[config.mk]
export PLATFORM = sky130hd
export DESIGN_NAME = chan_adapter_regs
export DESIGN_NICKNAME = d
export VERILOG_FILES = /design/src/rtl/cad_pkg.sv /design/src/rtl/cad_decode.sv /design/src/rtl/cad_map_ram.sv /design/src/rtl/chan_adapter_regs.sv
export SDC_FILE = /design/constraint.sdc
export NUM_CORES = 1
export LEC_CHECK = 0
export ABC_CLOCK_PERIOD_IN_PS = 6200
export BUFFER_PORTS_ARGS = -buffer_cell sky130_fd_sc_hd__buf_2
export CAP_MARGIN = 10
export CORE_ASPECT_RATIO = 0.6
export CORE_MARGIN = 1
export CORE_UTILIZATION = 55
export DETAILED_ROUTE_END_ITERATION = 10
export PLACE_DENSITY = 0.74
export SETUP_SLACK_MARGIN = 0.2
export SLEW_MARGIN = 20
export SYNTH_ARGS = -nofsm -noshare
export SYNTH_HDL_FRONTEND = slang
export SYNTH_SLANG_ARGS = --single-unit
[constraint.sdc]
create_clock -name clk -period 6.2 [get_ports clk]
set_input_delay 0.62 -clock clk [delete_from_list [all_inputs] [get_ports clk]]
set_output_delay 0.62 -clock clk [all_outputs]
set_load 0.02 [all_outputs]
[src/rtl/cad_pkg.sv]
`timescale 1ns/1ps
package cad_pkg;
    localparam int ADDR_W = 12;

    typedef enum logic [1:0] {
        CLS_INT  = 2'd0,
        CLS_DRV  = 2'd1,
        CLS_MAP  = 2'd2,
        CLS_NONE = 2'd3
    } acc_class_e;

    localparam logic [7:0] OFS_CFG   = 8'd0;
    localparam logic [7:0] OFS_CTL   = 8'd1;
    localparam logic [7:0] OFS_STS   = 8'd2;
    localparam logic [7:0] OFS_DIAG  = 8'd3;
    localparam logic [7:0] OFS_VADDR = 8'd4;
    localparam logic [7:0] OFS_BCNT  = 8'd5;
    localparam logic [7:0] OFS_CMD   = 8'd6;

    localparam int CTL_INIT  = 0;
    localparam int CTL_ABORT = 1;
    localparam int CTL_MAINT = 2;
    localparam int CTL_IE    = 3;

    localparam int CFG_FAULT = 16;
    localparam int STS_DONE  = 16;
    localparam int STS_ABT   = 17;
    localparam int STS_NXD   = 18;
    localparam int STS_PGE   = 19;
    localparam int STS_BUSY  = 31;

    localparam logic [31:0] STS_W1C = 32'h000F_0000;
endpackage

[src/rtl/cad_decode.sv]
`timescale 1ns/1ps
module cad_decode
    import cad_pkg::*;
(
    input  logic              valid,
    input  logic              long_sz,
    input  logic [ADDR_W-1:0] addr,
    output logic              fault,
    output acc_class_e        cls,
    output logic [7:0]        idx,
    output logic [2:0]        unit,
    output logic [4:0]        dreg
);
    always_comb begin
        fault = valid && (!long_sz || (addr[1:0] != 2'b00));
        cls   = acc_class_e'(addr[ADDR_W-1:ADDR_W-2]);
        idx   = addr[9:2];
        unit  = addr[9:7];
        dreg  = addr[6:2];
    end
endmodule

[src/rtl/cad_map_ram.sv]
`timescale 1ns/1ps
module cad_map_ram #(
    parameter int DEPTH = 16,
    parameter int WIDTH = 21
) (
    input  logic                     clk,
    input  logic                     we,
    input  logic [$clog2(DEPTH)-1:0] addr,
    input  logic [WIDTH-1:0]         wdata,
    output logic [WIDTH-1:0]         rdata
);
    logic [WIDTH-1:0] mem [DEPTH];

    always_ff @(posedge clk) begin
        if (we) begin
            mem[addr] <= wdata;
        end
    end

    assign rdata = mem[addr];
endmodule

[src/rtl/chan_adapter_regs.sv]
`timescale 1ns/1ps
module chan_adapter_regs
    import cad_pkg::*;
#(
    parameter int         MAP_DEPTH = 16,
    parameter int         MAP_W     = 21,
    parameter int         VA_W      = 18,
    parameter int         BC_W      = 16,
    parameter logic [7:0] TYPE_CODE = 8'h20,
    parameter logic [4:0] DT_FN     = 5'h10
) (
    input  logic              clk,
    input  logic              rst_n,
    input  logic              acc_valid,
    input  logic              acc_write,
    input  logic              acc_long,
    input  logic [ADDR_W-1:0] acc_addr,
    input  logic [31:0]       acc_wdata,
    output logic              rsp_valid,
    output logic [31:0]       rsp_rdata,
    output logic              rsp_nxm,
    output logic              err_confirm,
    output logic              drv_sel,
    output logic              drv_write,
    output logic [2:0]        drv_unit,
    output logic [4:0]        drv_index,
    output logic [15:0]       drv_wdata,
    input  logic [15:0]       drv_rdata,
    input  logic              drv_missing,
    input  logic              drv_noreg,
    output logic              xfer_busy,
    output logic              xfer_abort,
    input  logic              xfer_done,
    output logic              irq
);
    localparam int         MAP_IW  = $clog2(MAP_DEPTH);
    localparam logic [8:0] MAP_LIM = 9'(MAP_DEPTH);

    typedef struct packed {
        logic              cfg_fault;
        logic              maint;
        logic              ie;
        logic              busy;
        logic              irq_pend;
        logic              st_done;
        logic              st_abt;
        logic              st_nxd;
        logic              st_pge;
        logic [15:0]       diag;
        logic [VA_W-1:0]   va;
        logic [BC_W-1:0]   bc;
        logic              rsp_v;
        logic [31:0]       rsp_d;
        logic              rsp_nxm;
        logic              rsp_err;
        logic              abort_p;
    } state_t;

    state_t q, d;

    logic             fault;
    acc_class_e       cls;
    logic [7:0]       idx;
    logic [2:0]       unit;
    logic [4:0]       dreg;
    logic             map_we;
    logic [MAP_W-1:0] map_rdata;

    cad_decode u_dec (
        .valid   (acc_valid),
        .long_sz (acc_long),
        .addr    (acc_addr),
        .fault   (fault),
        .cls     (cls),
        .idx     (idx),
        .unit    (unit),
        .dreg    (dreg)
    );

    cad_map_ram #(.DEPTH(MAP_DEPTH), .WIDTH(MAP_W)) u_map (
        .clk   (clk),
        .we    (map_we),
        .addr  (idx[MAP_IW-1:0]),
        .wdata (acc_wdata[MAP_W-1:0]),
        .rdata (map_rdata)
    );

    function automatic logic [31:0] sts_word(state_t s);
        logic [31:0] w;
        w = '0;
        w[STS_BUSY] = s.busy;
        w[STS_PGE]  = s.st_pge;
        w[STS_NXD]  = s.st_nxd;
        w[STS_ABT]  = s.st_abt;
        w[STS_DONE] = s.st_done;
        return w;
    endfunction

    function automatic state_t clear_sts(state_t s, logic [31:0] mask);
        state_t r;
        r = s;
        if (mask[STS_PGE])  r.st_pge  = 1'b0;
        if (mask[STS_NXD])  r.st_nxd  = 1'b0;
        if (mask[STS_ABT])  r.st_abt  = 1'b0;
        if (mask[STS_DONE]) r.st_done = 1'b0;
        return r;
    endfunction

    function automatic state_t clear_regs(state_t s);
        state_t r;
        r         = '0;
        r.rsp_v   = s.rsp_v;
        r.rsp_d   = s.rsp_d;
        r.rsp_nxm = s.rsp_nxm;
        r.rsp_err = s.rsp_err;
        r.abort_p = s.abort_p;
        return r;
    endfunction

    always_comb begin
        logic is_dt;
        logic maint_w;
        logic do_init;
        d         = q;
        d.rsp_v   = acc_valid;
        d.rsp_d   = '0;
        d.rsp_nxm = 1'b0;
        d.rsp_err = 1'b0;
        d.abort_p = 1'b0;
        map_we    = 1'b0;
        drv_sel   = 1'b0;
        do_init   = 1'b0;
        maint_w   = 1'b0;
        is_dt     = acc_write && (dreg == 5'd0) && acc_wdata[0]
                    && (acc_wdata[5:1] >= DT_FN);

        if (fault) begin
            d.rsp_err   = 1'b1;
            d.cfg_fault = 1'b1;
        end else if (acc_valid) begin
            unique case (cls)
                CLS_INT: begin
                    if (acc_write) begin
                        unique case (idx)
                            OFS_CFG: if (acc_wdata[CFG_FAULT]) d.cfg_fault = 1'b0;
                            OFS_CTL: begin
                                if (acc_wdata[CTL_INIT]) begin
                                    do_init = 1'b1;
                                    d       = clear_regs(d);
                                end
                                if (acc_wdata[CTL_ABORT] && d.busy) begin
                                    d.abort_p = 1'b1;
                                    d.st_abt  = 1'b1;
                                end
                                maint_w = acc_wdata[CTL_MAINT];
                                if (maint_w && d.busy) begin
                                    d.st_pge = 1'b1;
                                    maint_w  = 1'b0;
                                end
                                d.maint = maint_w;
                                d.ie    = acc_wdata[CTL_IE];
                                if (!acc_wdata[CTL_IE]) d.irq_pend = 1'b0;
                            end
                            OFS_STS:  d = clear_sts(d, acc_wdata & STS_W1C);
                            OFS_DIAG: d.diag = acc_wdata[15:0];
                            OFS_VADDR: begin
                                if (q.busy) d.st_pge = 1'b1;
                                else        d.va = acc_wdata[VA_W-1:0];
                            end
                            OFS_BCNT: begin
                                if (q.busy) d.st_pge = 1'b1;
                                else        d.bc = acc_wdata[BC_W-1:0];
                            end
                            OFS_CMD: ;
                            default: d.rsp_nxm = 1'b1;
                        endcase
                    end else begin
                        unique case (idx)
                            OFS_CFG: begin
                                d.rsp_d[7:0]       = TYPE_CODE;
                                d.rsp_d[CFG_FAULT] = q.cfg_fault;
                            end
                            OFS_CTL: begin
                                d.rsp_d[CTL_MAINT] = q.maint;
                                d.rsp_d[CTL_IE]    = q.ie;
                            end
                            OFS_STS:   d.rsp_d = sts_word(q);
                            OFS_DIAG:  d.rsp_d[15:0] = q.diag;
                            OFS_VADDR: d.rsp_d[VA_W-1:0] = q.va;
                            OFS_BCNT: begin
                                d.rsp_d[BC_W-1:0]       = q.bc;
                                d.rsp_d[16+BC_W-1:16]   = q.bc;
                            end
                            OFS_CMD: ;
                            default: d.rsp_nxm = 1'b1;
                        endcase
                    end
                end
                CLS_DRV: begin
                    if (is_dt && q.busy) begin
                        d.st_pge = 1'b1;
                    end else begin
                        drv_sel = 1'b1;
                        if (drv_noreg) begin
                            d.rsp_nxm = 1'b1;
                        end else begin
                            if (drv_missing) d.st_nxd = 1'b1;
                            if (is_dt && !drv_missing) begin
                                d      = clear_sts(d, STS_W1C);
                                d.busy = 1'b1;
                            end
                            if (!acc_write) d.rsp_d = {sts_word(d)[31:16], drv_rdata};
                        end
                    end
                end
                CLS_MAP: begin
                    if ({1'b0, idx} < MAP_LIM) begin
                        if (acc_write) map_we = 1'b1;
                        else           d.rsp_d[MAP_W-1:0] = map_rdata;
                    end else begin
                        d.rsp_nxm = 1'b1;
                    end
                end
                default: d.rsp_nxm = 1'b1;
            endcase
        end

        if (xfer_done && q.busy && !do_init) begin
            d.busy    = 1'b0;
            d.st_done = 1'b1;
            if (d.ie) d.irq_pend = 1'b1;
        end
    end

    always_ff @(posedge clk) begin
        if (!rst_n) q <= '0;
        else        q <= d;
    end

    assign rsp_valid   = q.rsp_v;
    assign rsp_rdata   = q.rsp_d;
    assign rsp_nxm     = q.rsp_nxm;
    assign err_confirm = q.rsp_err;
    assign xfer_busy   = q.busy;
    assign xfer_abort  = q.abort_p;
    assign irq         = q.irq_pend;
    assign drv_write   = acc_write;
    assign drv_unit    = unit;
    assign drv_index   = dreg;
    assign drv_wdata   = acc_wdata[15:0];
endmodule

# --- After elaboration in Yosys (flattened, before gate mapping) ---
# Memory sizes are Yosys's and may differ from the RTL's.
# Index checks and enable logic that the tools add are counted.
word_totals:
  regBits: 95
  ram_bits: 336
  input_bits: 68
  out_inout_bits: 64
  elab_cells: 181
  memories: 1
mem_list:
  columns: ["name", "words", "width", "read_ports", "rd_clocked_by_memory_dff", "write_ports", "line", "source"]
  rows:
  - ["u_map.mem", 16, 21, 1, 0, 1, "cad_map_ram.sv:12", "logic [WIDTH-1:0] mem [DEPTH];"]
op_classes:
  magnitude_cmp: 2
  n_eq_ne: 39
  mux: 79
  bitwise: 3
  n_reduce_logical: 40
op_table:
  columns: ["cell", "n"]
  rows:
  - ["$mux W95", 7]
  - ["$mux W93", 2]
  - ["$pmux W71 S2", 1]
  - ["$mux W92", 1]
  - ["$mux W91", 1]
  - ["$mux W90", 1]
  - ["$mux W86", 1]
  - ["$mux W33", 2]
  - ["$pmux W16 S2", 2]
  - ["$pmux W21 S3", 1]
  - ["$mux W60", 1]
  - ["$reduce_and A9 Y1", 6]
  - ["$mux W21", 2]
  - ["$ne A3 B3 Y1 const B", 13]
  - ["$pmux W18 S2", 1]
  - ["$mux W1", 35]
  - ["$mux W32", 1]
  - ["$pmux W14 S2", 1]
  - ["$eq A8 B3 Y1 const B", 3]
  - ["$pmux W8 S3", 1]
  - ["$reduce_and A10 Y1", 2]
  - ["$mux W18", 1]
  - ["$eq A8 B2 Y1 const B", 2]
  - ["$mux W16", 1]
  - ["37 further kinds", 74]

# --- Longest topological paths before layout ---
# Gate-level depths: netlist (run 1).
logic_depth:
  depth_word: 16
  mapped_depth: 9
  mapped_depth_nobuf: 5

# --- Cells and area by module ---
# A second synthesis (run 1) with hierarchy kept.
unflattened:
  hier_cells: 1154
  hier_area_um2: 17822.1
by_module_without_submodules:
  columns: ["mod", "n_inst", "cells_per_inst", "area_per_inst_um2", "seq_area_each_um2"]
  rows:
  - ["cad_map_ram", 1, 538, 12668.4, 10089.7]
  - ["chan_adapter_regs", 1, 596, 5007.3, 1901.8]
  - ["cad_decode", 1, 20, 146.4, 0.0]

# --- Worst setup path after synthesis (run 1) ---
# Ideal clock, no wire load.
synth_path:
  path_kind: "in2reg"
  start: "input acc_addr[6]"
  end: "memory u_map.mem[12][0], enable pin"
  setup_ns: 0.399
  arrival_time_ns: 3.094
  t_required_ns: 5.801
  slack_ns: 2.707
  cell_stages: 5
  n_path_buf: 1
  path_cell_list: "or4_4 > buf_6 > or3_4 > or3_2 > nor2_1"
synth_via:
  elab_chain_cells: 7
synth_rtl:
  columns: ["element", "line", "source"]
  rows:
  - ["start, declared", "chan_adapter_regs.sv:17", "input logic [ADDR_W-1:0] acc_addr,"]
  - ["$lt A8 B5 Y1", "chan_adapter_regs.sv:217", "if ({1'b0, idx} < MAP_LIM) begin"]
  - ["$mux W1", "chan_adapter_regs.sv:217", null]
  - ["$mux W1", "chan_adapter_regs.sv:141", "unique case (cls)"]
  - ["$mux W1", "chan_adapter_regs.sv:140", "end else if (acc_valid) begin"]
  - ["$mux W1", "chan_adapter_regs.sv:137", "if (fault) begin"]
  - ["$mux W1", "cad_map_ram.sv:15", "if (we) begin"]
  - ["$mux W1 (not written as such)", "cad_map_ram.sv:16", "mem[addr] <= wdata;"]
  - ["end, declared", "cad_map_ram.sv:12", null]
# No other way between the ends.

# --- Worst setup path in the final report (run 1) ---
layout_path:
  start: "input acc_addr[2]"
  end: "register q, in the netlist rsp_rdata[7]"
layout_via:
  elab_chain_cells: 7
  elab_cells_between_ends: 19
  classes_between: "1 x order compare; 4 x eq/ne; 7 x mux; 6 x reduce/logical; 1 x memory"
layout_rtl:
  columns: ["element", "line", "source"]
  rows:
  - ["parallel branches: the longest is 6 deep, another holds $mem_v2 Z16 W21", null, null]
  - ["$pmux W21 S3 (*)", "chan_adapter_regs.sv:141", null]
  - ["end signal, assigned", "chan_adapter_regs.sv:236", "if (!rst_n) q <= '0;"]
  - ["end signal, assigned", "chan_adapter_regs.sv:237", "else q <= d;"]
  - ["end, declared", "chan_adapter_regs.sv:59", "state_t q, d;"]
# Mark *: on every way between the ends. The select of a mux whose other input is x is not followed.
# A chain may end at the register's enable or synchronous reset.

==> out/qor.yml, run 1 <==
outcome:
  status: "complete, but fails checks"
  violations: "DRC"
grt:
  grt_pass1_wl_um: 65700
  gr-total-overflow: 0
  grt_antenna_before_repair: 0
  grt_pass1_vias: 10110
  grt_max_degree: 68
  grt_usage: 0.276
cells_and_area:
  layout_commonest_cell: "edfxtp_1"
  stdcell_count: 1608
  antennaDiodeCount: 0
  fillCellCount: 2197
  layout_common_cells: "336 x edfxtp_1, 118 x buf_2, 105 x mux4_2, 95 x dfxtp_1, 53 x nand3_1"
  syn_to_final_growth_pct: 10.8
  multi_input_area_um2: 4950
  drive_above_1_share: 0.292
  final_net_count: 1233
  seqCellArea_um2: 12000
clock_tree:
  clk_path_buf_depth: 3
  clock-root-buffer: "clkbuf_16"
  clk_pin_slew_worst_paths_ns: 0.07
  clock_sinks: 431
  cts_hold_buffers: 0
  cts_tree: "yes"
  cts.repair.resized: 0
  worstSkewPairLatency_ns: 0.55
  numCtsBuffers: 38
  cts_setup_buffers: 0
  htree_levels: 2
routing:
  via_per_inst: 6.62
  vias: 10649
  drt_iter0_drc: 1489
  ant_nets: 0
  drtPass1Iterations: 11
  drc: 9
  post_drt_wl_per_cell_um: 27.7
  routed_wl_um: 44500
placement:
  port_buffers: 120
  dp_slack_ns: 2.44
  hpwl_um: 26500
  dpl.cell_count: 1541
  gp_congestion: 0.974
timing:
  final-hold-violation-count: 0
  timing.hold.ws_ns: 0.328
  drv_slew: 0
  min_period_ns: 3.18
  fmax_mhz: 315
  finClkSkew_ns: 0.0226
  slew_headroom: 0.321
  finalCritPeriodShare: 0.512
  setup_viol: 0
  fin_tns_setup_ns: 0
  layout_setup_ws_ns: 3.02
  worst_slew_pin_slew_ns: 1.02
  rsz0062_at_grt: "no"
yosys:
  ys.flop_type: "edfxtp_1"
  synth-seq-area-share: 0.676
  netlist_area_um2: 17800
  async_reset_ff_frac: 0
  synth_edf_count: 336
  synth_top_area_cell: "edfxtp_1"
  synth_cell_types: 65
  synth_seq_cells: 431
  synthCells: 1105
  syn-num-nets: 1173
  yosysWarnings: 0
  avgSynthCellArea_um2: 16.1
  netlist.area_leader.share: 0.568
  synth.area.top_cells: "edfxtp_1 57%, mux4_2 13%, dfxtp_1 11%, buf_4 2.5%, nand3_1 1.5%"
floorplan:
  rows: 50
  die_y_um: 141
  core_area_um2: 31500
  dieWidth_um: 234
  die_area_um2: 33000
  initial_utilization: 0.564
  pin_count: 132
critical_path:
  crit_type: "in2reg"
  start_kind: "primary input"
  critPathCaptureType: "register"
  crit_arrival_ns: 3.57
  worstPathMaxFanout: 63
  worstPathRequired_ns: 6.59
pwr:
  power.density_nw_per_um2: 295
  p_leak_nw: 6.45
  total_power_mw: 5.80
  irDropWorstVdd_mv: 0.266
job:
  maxCapViolations: 0
worst_hold_path:
  hold_class: "in2reg"
[stage by stage]
| stage | utilization | instance area, µm² |
|---|---|---|
| 6_report | 0.625 | 19700 |
| 5_1_grt | 0.625 | 19700 |
| 4_1_cts | 0.625 | 19700 |
| 3_5_place_dp | 0.586 | 18400 |
| 3_3_place_gp | 0.586 | 18400 |
| 2_1_floorplan | - | 17800 |
[sequential cells by signal, indices dropped and copies added (netlist names)]
register	flops
xfer_abort	1
err_confirm	1
rsp_nxm	1
irq	1
q	57
u_map.mem	336
xfer_busy	1
rsp_rdata	32
rsp_valid	1
[per-layer routing]
layer,vias up,part of all wire,track usage
met3,95,0.11,0.0744
met4,2,0.025,0.0752
met5,-,0.0023,0.0238
li1,4484,-,-
met2,695,0.44,0.391
met1,5373,0.42,0.419
[report_power, final]
part,switching (mW),internal [mW]
registers,0.000768,3.11
logic,0.187,0.108
clock network,1.02,1.37
total,1.21,4.59
[layout make-up]
cell class,instances,share of cell area
Clock buffer,52,0.0542
Clock inverter,15,0.00878
Sequential cell,431,0.610
Multi-Input combinational cell,512,0.252
Timing Repair Buffer,154,0.0440
Inverter,28,0.00534
Tap cell,416,0.0265
[cell usage after synthesis, drive strengths merged, types with 21 or more instances]
cell,n
edfxtp,336
mux4,105
dfxtp,95
buf,92
nand3,53
nand2,44
clkbuf,42
nand4,39
nor2,34
inv,28
a21oi,26
o21ai,21
[logic make-up after synthesis]
family                    Yosys count  synth area share
AOI/OAI and AO/OA                 157            0.0624
xor gates and xnor gates            1          0.000493
buffers and inverters             162            0.0494
DFF                               431             0.676
muxes                             121             0.142
and+or+nand+nor                   233            0.0700
[final timing paths]
| path | to | slack (ns) | start | depth (start not counted) |
|---|---|---|---|---|
| max reg2reg | q[36] | 4.05 | xfer_busy | 5 |
| min reg2reg | q[77] | 0.45 | q[77] | 2 |
| min | rsp_rdata[2] | 0.33 | drv_rdata[2] | 3 |
| max | rsp_rdata[7] | 3.02 | acc_addr[2] | 6 |
[critical path, stage by stage]
cell	delay, ns
buf_6	0.56
buf_4	0.90
mux4_2	0.64
mux4_2	0.55
inv_1	0.08
o22ai_1	0.07
(Power assumes the default switching activity.)
==> inputs of run 2 (changes only) <==
--- a/config.mk
+++ b/config.mk
@@ -5,14 +5,14 @@
 export SDC_FILE = /design/constraint.sdc
 export NUM_CORES = 1
 export LEC_CHECK = 0
-export ABC_CLOCK_PERIOD_IN_PS = 6200
+export ABC_CLOCK_PERIOD_IN_PS = 2600
 export BUFFER_PORTS_ARGS = -buffer_cell sky130_fd_sc_hd__buf_2
 export CAP_MARGIN = 10
 export CORE_ASPECT_RATIO = 0.6
 export CORE_MARGIN = 1
-export CORE_UTILIZATION = 55
+export CORE_UTILIZATION = 54
 export DETAILED_ROUTE_END_ITERATION = 10
-export PLACE_DENSITY = 0.74
+export PLACE_DENSITY = 0.76
 export SETUP_SLACK_MARGIN = 0.2
 export SLEW_MARGIN = 20
 export SYNTH_ARGS = -nofsm -noshare
==> constraint.sdc (replaced) <==
create_clock -name clk -period 2.6 [get_ports clk]
set_input_delay 0.26 -clock clk [delete_from_list [all_inputs] [get_ports clk]]
set_output_delay 0.26 -clock clk [all_outputs]
set_load 0.02 [all_outputs]
==> out/qor.yml, run 2 (synthesized netlist as in run 1, its figures left out) <==
outcome:
  status: "finished, final reports clean"
critical_path:
  crit_arrival_ns: 2.31
  worstPathMaxFanout: 6
  start_kind: "primary input"
  crit_family: "simple AND/OR/NAND/NOR gates"
  critPathCaptureType: "register"
  cpMostUsedCell: "nor2_2"
  path_buf_inv: 2
  cp_slowest_cell: "or4_4"
  crit_type: "in2reg"
  max_stage_delay_ns: 0.57
  crit_chain: "buf_2, or4_4, or3_4, nor2_2, nand2_1, nor2_2, buf_4"
  worstPathRequired_ns: 2.85
  rrSetupSlack_ns: 0.73
placement:
  hpwl_um: 29900
  place_area_um2: 19300
  port_buffers: 120
  gp_congestion: 1.01
cells_and_area:
  syn_to_final_growth_pct: 16.5
  top_register: "u_map.mem"
  layout_commonest_cell: "edfxtp_1"
  largest_reg_flops: 336
  multi_input_area_um2: 5000
  antennaDiodeCount: 0
  fin_area_um2: 20700
  final_net_count: 1299
  fillCellCount: 2229
  drive_above_1_share: 0.335
  layout_common_cells: "336 x edfxtp_1, 118 x buf_2, 105 x mux4_2, 95 x dfxtp_1, 68 x buf_4"
  seqCellArea_um2: 12000
grt:
  grt_pass1_wl_um: 67500
  gr-total-overflow: 0
  grt_max_degree: 51
  grt_pass1_vias: 10490
  grt_antenna_before_repair: 0
  grt_usage: 0.277
routing:
  ant_nets: 0
  drt_iter0_drc: 1561
  post_drt_wl_per_cell_um: 27.3
  drtPass1Iterations: 6
  vias: 10941
  drc: 0
  routed_wl_um: 46000
  via_per_inst: 6.49
timing:
  final-hold-violation-count: 0
  fin_tns_setup_ns: 0
  worst_slew_pin_slew_ns: 0.811
  fmax_mhz: 487
  finalCritPeriodShare: 0.789
  setup_viol: 0
  rsz0062_at_grt: "no"
  min_period_ns: 2.05
  slew_headroom: 0.457
  finClkSkew_ns: 0.0108
  drv_slew: 0
floorplan:
  initial_utilization: 0.548
  rows: 51
  dieWidth_um: 236
  core_area_um2: 32400
  pin_count: 132
  die_y_um: 142
  die_area_um2: 33600
worst_hold_path:
  hold_class: "in2reg"
clock_tree:
  numCtsBuffers: 38
  clock_sinks: 431
  clock-root-buffer: "clkbuf_16"
  clk_pin_slew_worst_paths_ns: 0.07
  cts.repair.resized: 0
  cts_tree: "yes"
  htree_levels: 2
  worstSkewPairLatency_ns: 0.55
  clk_path_buf_depth: 3
pwr:
  total_power_mw: 14.2
  irDropWorstVdd_mv: 0.429
  p_leak_nw: 6.92
  power.density_nw_per_um2: 688
job:
  maxCapViolations: 0
==> run 2: cell count changes in the layout (fill, tap and decap cells not counted), sizes merged <==
cell,delta
inv,+1
buf,+59
dlygate4sd3,+7
clkinvlp,+3
clkbuf,-1
==> run 2: report_power, final <==
part	leakage (nW)	internal, mW	switching [mW]
Clock	0.659	3.45	2.56
Sequential	3.78	7.41	0.00182
Combinational	2.47	0.307	0.489
Total	6.92	11.2	3.05
==> run 2: worst paths after layout <==
| path | start | end | depth (start not counted) |
|---|---|---|---|
| setup / recovery | acc_addr[6] | u_map.mem[2][13] | 7 |
| hold reg to reg | q[81] | q[81] | 2 |
| hold / removal | drv_rdata[10] | rsp_rdata[10] | 3 |
| setup reg to reg | xfer_busy | q[63] | 5 |
==> run 2: final cells by class <==
class	count	area share
sequential	431	0.580
clock inverter	19	0.0111
inverter	28	0.00508
multi-input combinational	512	0.242
timing repair buffer	220	0.0824
clock buffer	51	0.0538
tap	424	0.0257
==> run 2: worst register-to-register path, cell delays in order (launching register included) <==
cell and delay, ns:
dfxtp_1 0.42, buf_4 0.22, nor4_1 0.47, o311ai_4 0.15
buf_12 0.19, o31ai_1 0.33
==> run 2: stage by stage <==
step	hold WS, ns	cells	worst slack [ns]	util
CTS	0.00527	1685	0.572	0.638
global placement	0.439	1608	0.0855	0.594
detailed placement	0.449	1608	0.0314	0.594
global route	0.0436	1685	0.488	0.638
finish	0.0299	1685	0.548	0.638
floorplan	0.359	1105	-0.00385	-
==> run 2: timing repair <==
action	in CTS	in global routing
hold endpoints to repair	7	0
setup buffers	0	0
setup endpoints to repair	0	0
hold buffers	7	0
==> run 2: metal layers <==
layer  up-vias  global-route usage  part of all wire  routed length [µm]
met5         -                   0                 0                   0
met4         0              0.0822             0.025                1170
met1      5499               0.399              0.41               18800
met2       746               0.425              0.46               21000
li1       4618                   -                 -                   -
met3        78              0.0654              0.11                5070
==> inputs of run 3 (changes only) <==
--- a/config.mk
+++ b/config.mk
@@ -5,7 +5,7 @@
 export SDC_FILE = /design/constraint.sdc
 export NUM_CORES = 1
 export LEC_CHECK = 0
-export ABC_CLOCK_PERIOD_IN_PS = 2600
+export ABC_CLOCK_PERIOD_IN_PS = 1800
 export BUFFER_PORTS_ARGS = -buffer_cell sky130_fd_sc_hd__buf_2
 export CAP_MARGIN = 10
 export CORE_ASPECT_RATIO = 0.6
==> constraint.sdc (replaced) <==
create_clock -name clk -period 1.8 [get_ports clk]
set_input_delay 0.18 -clock clk [delete_from_list [all_inputs] [get_ports clk]]
set_output_delay 0.18 -clock clk [all_outputs]
set_load 0.02 [all_outputs]
==> out/qor.yml, run 3 (synthesized netlist as in run 1, its figures left out) <==
timing:
  finClkSkew_ns: 0.0304
  rsz0062_at_grt: "yes"
  fmax_mhz: 540
  slew_headroom: 0.373
  drv_slew: 0
  worst_slew_pin_slew_ns: 0.940
  min_period_ns: 1.85
  fin_tns_setup_ns: -1.21
  layout_setup_ws_ns: -0.0533
  finalCritPeriodShare: 1.03
  setup_viol: 60
  final-hold-violation-count: 0
cells_and_area:
  fillCellCount: 1897
  layout_common_cells: "336 x edfxtp_1, 116 x buf_2, 115 x buf_4, 105 x mux4_2, 94 x dfxtp_1"
  final_net_count: 1417
  largest_reg_flops: 336
  syn_to_final_growth_pct: 29.0
  drive_above_1_share: 0.466
  top_register: "u_map.mem"
  antennaDiodeCount: 0
  layout_commonest_cell: "edfxtp_1"
  stdcell_count: 1802
  postLayoutCoreUtil: 0.707
clock_tree:
  clk_path_buf_depth: 3
  clock_sinks: 431
  htree_levels: 2
  worstSkewPairLatency_ns: 0.55
  numCtsBuffers: 38
  cts_tree: "yes"
  clock-root-buffer: "clkbuf_16"
  clk_pin_slew_worst_paths_ns: 0.07
critical_path:
  r2r-end: "rsp_rdata[5]"
  rr_startpoint: "u_map.mem[9][5]"
  crit_arrival_ns: 2.09
  r2r_cells: 4
  cp_slowest_cell: "or4_4"
  max_stage_delay_ns: 0.58
  rrSetupSlack_ns: 0.02
  crit_type: "in2reg"
  worstPathRequired_ns: 2.04
  critPathCaptureType: "register"
  start_kind: "primary input"
  worstPathMaxFanout: 7
  crit_chain: "buf_6, or4_4, or3_4, nor2_4, buf_6, buf_8, nand2_8, nor2_4, buf_6"
  cpMostUsedCell: "buf_6"
routing:
  drc: 0
  drtPass1Iterations: 9
  routed_wl_um: 52800
  drt_iter0_drc: 1735
  ant_nets: 0
  post_drt_wl_per_cell_um: 29.3
  vias: 11989
  via_per_inst: 6.65
pwr:
  seq_power_share: 0.528
  p_comb_frac: 0.070
  p_clk_frac: 0.403
  p_leak_nw: 7.74
  intPower_mw: 15.8
  p_switching_mw: 4.50
  irDropWorstVdd_mv: 0.987
  power.density_nw_per_um2: 885
  p_sw_frac: 0.222
outcome:
  violations: "setup timing"
  status: "complete, but fails checks"
grt:
  grt_usage: 0.297
  grt_pass1_vias: 11250
  grt_pass1_wl_um: 72600
  top_usage_layer: "met1"
  gr-total-overflow: 0
  grt_max_degree: 47
  grt_antenna_before_repair: 1
  use_met2: 0.435
  grt_use_met3: 0.0879
  use_met1: 0.435
floorplan:
  dieWidth_um: 236
  rows: 51
  pin_count: 132
  die_y_um: 142
  initial_utilization: 0.548
  die_area_um2: 33600
  core_area_um2: 32400
placement:
  gp_congestion: 0.948
  port_buffers: 120
  hpwl_um: 31900
  dpl.cell_count: 1671
  dp_slack_ns: -0.518
worst_hold_path:
  min_from: "drv_rdata[13]"
  hold_class: "in2reg"
  hold_end: "rsp_rdata[13]"
  hold_depth: 3
job:
  maxCapViolations: 0
run 3: cell types whose count changed in the layout (fill, tap and decap cells not counted), moves of 11 or more:
cell / change
inv_1: -20
nand3_1: -34
o31ai_4: +13
buf_6: +34
o21ai_1: +11
dlygate4sd3_1: +12
o21ai_0: -16
nand3_2: +19
nand3_4: +15
inv_2: +20
o31ai_1: -18
buf_12: +13
nor2_4: +11
buf_4: +47
run 3: final cells by class:
class,instances,area (µm²),share of cell area
sequential,431,12000,0.524
multi-input combinational,512,5900,0.258
timing repair buffer,338,3140,0.137
clock buffer,48,1020,0.0445
tap,424,531,0.0232
clock inverter,21,210,0.00918
inverter,28,105,0.00459
run 3: per-stage QoR:
step                      hold WS [ns]  cell area [µm²]  power (mW)
after detailed placement         0.421            20000        12.1
final                           0.0212            22900        20.3
after global routing           0.00451            22900        20.8
after floorplan                  0.279            18100        11.6
after CTS                      0.00141            22000        20.2
after global placement           0.429            20000        12.1
run 3: power by group through the flow:
| stage | combinational [mW] | clock [mW] | sequential (mW) |
|---|---|---|---|
| finish | 1.41 | 8.16 | 10.7 |
| global route | 1.46 | 8.66 | 10.7 |
| CTS | 1.31 | 8.22 | 10.7 |
| floorplan | 0.663 | 0 | 10.9 |
| detailed placement | 1.22 | 0 | 10.9 |
| global placement | 1.20 | 0 | 10.9 |
run 3: worst max-delay path by stage:
stage / startpoint / end / depth (start not counted)
after floorplan: acc_addr[6] / u_map.mem[12][0] / 5
after global placement: acc_addr[6] / u_map.mem[4][19] / 6
after detailed placement: acc_addr[6] / u_map.mem[0][19] / 6
after CTS: u_map.mem[9][5] / rsp_rdata[5] / 4
after global routing: u_map.mem[9][5] / rsp_rdata[5] / 4
final: acc_addr[6] / u_map.mem[13][17] / 9
run 3: critical path: cells and delay by family:
family	cells	cell delay (ns)
buffers and inverters	4	0.50
and+or+nand+nor	5	1.40
run 3: routing by layer:
metal | up-vias | wire (µm)
met5 | - | 11
met4 | 2 | 1550
met3 | 166 | 6670
met2 | 870 | 23800
met1 | 6096 | 20700
li1 | 4855 | -
run 3: timing repair:
action | CTS | global route
buffers inserted | 10 | 19
pin swaps | 33 | 39
hold buffers | 19 | 0
setup endpoints to repair | 384 | 416
hold endpoints to repair | 21 | 0
cloned | 6 | 8
gates resized for setup | 98 | 135
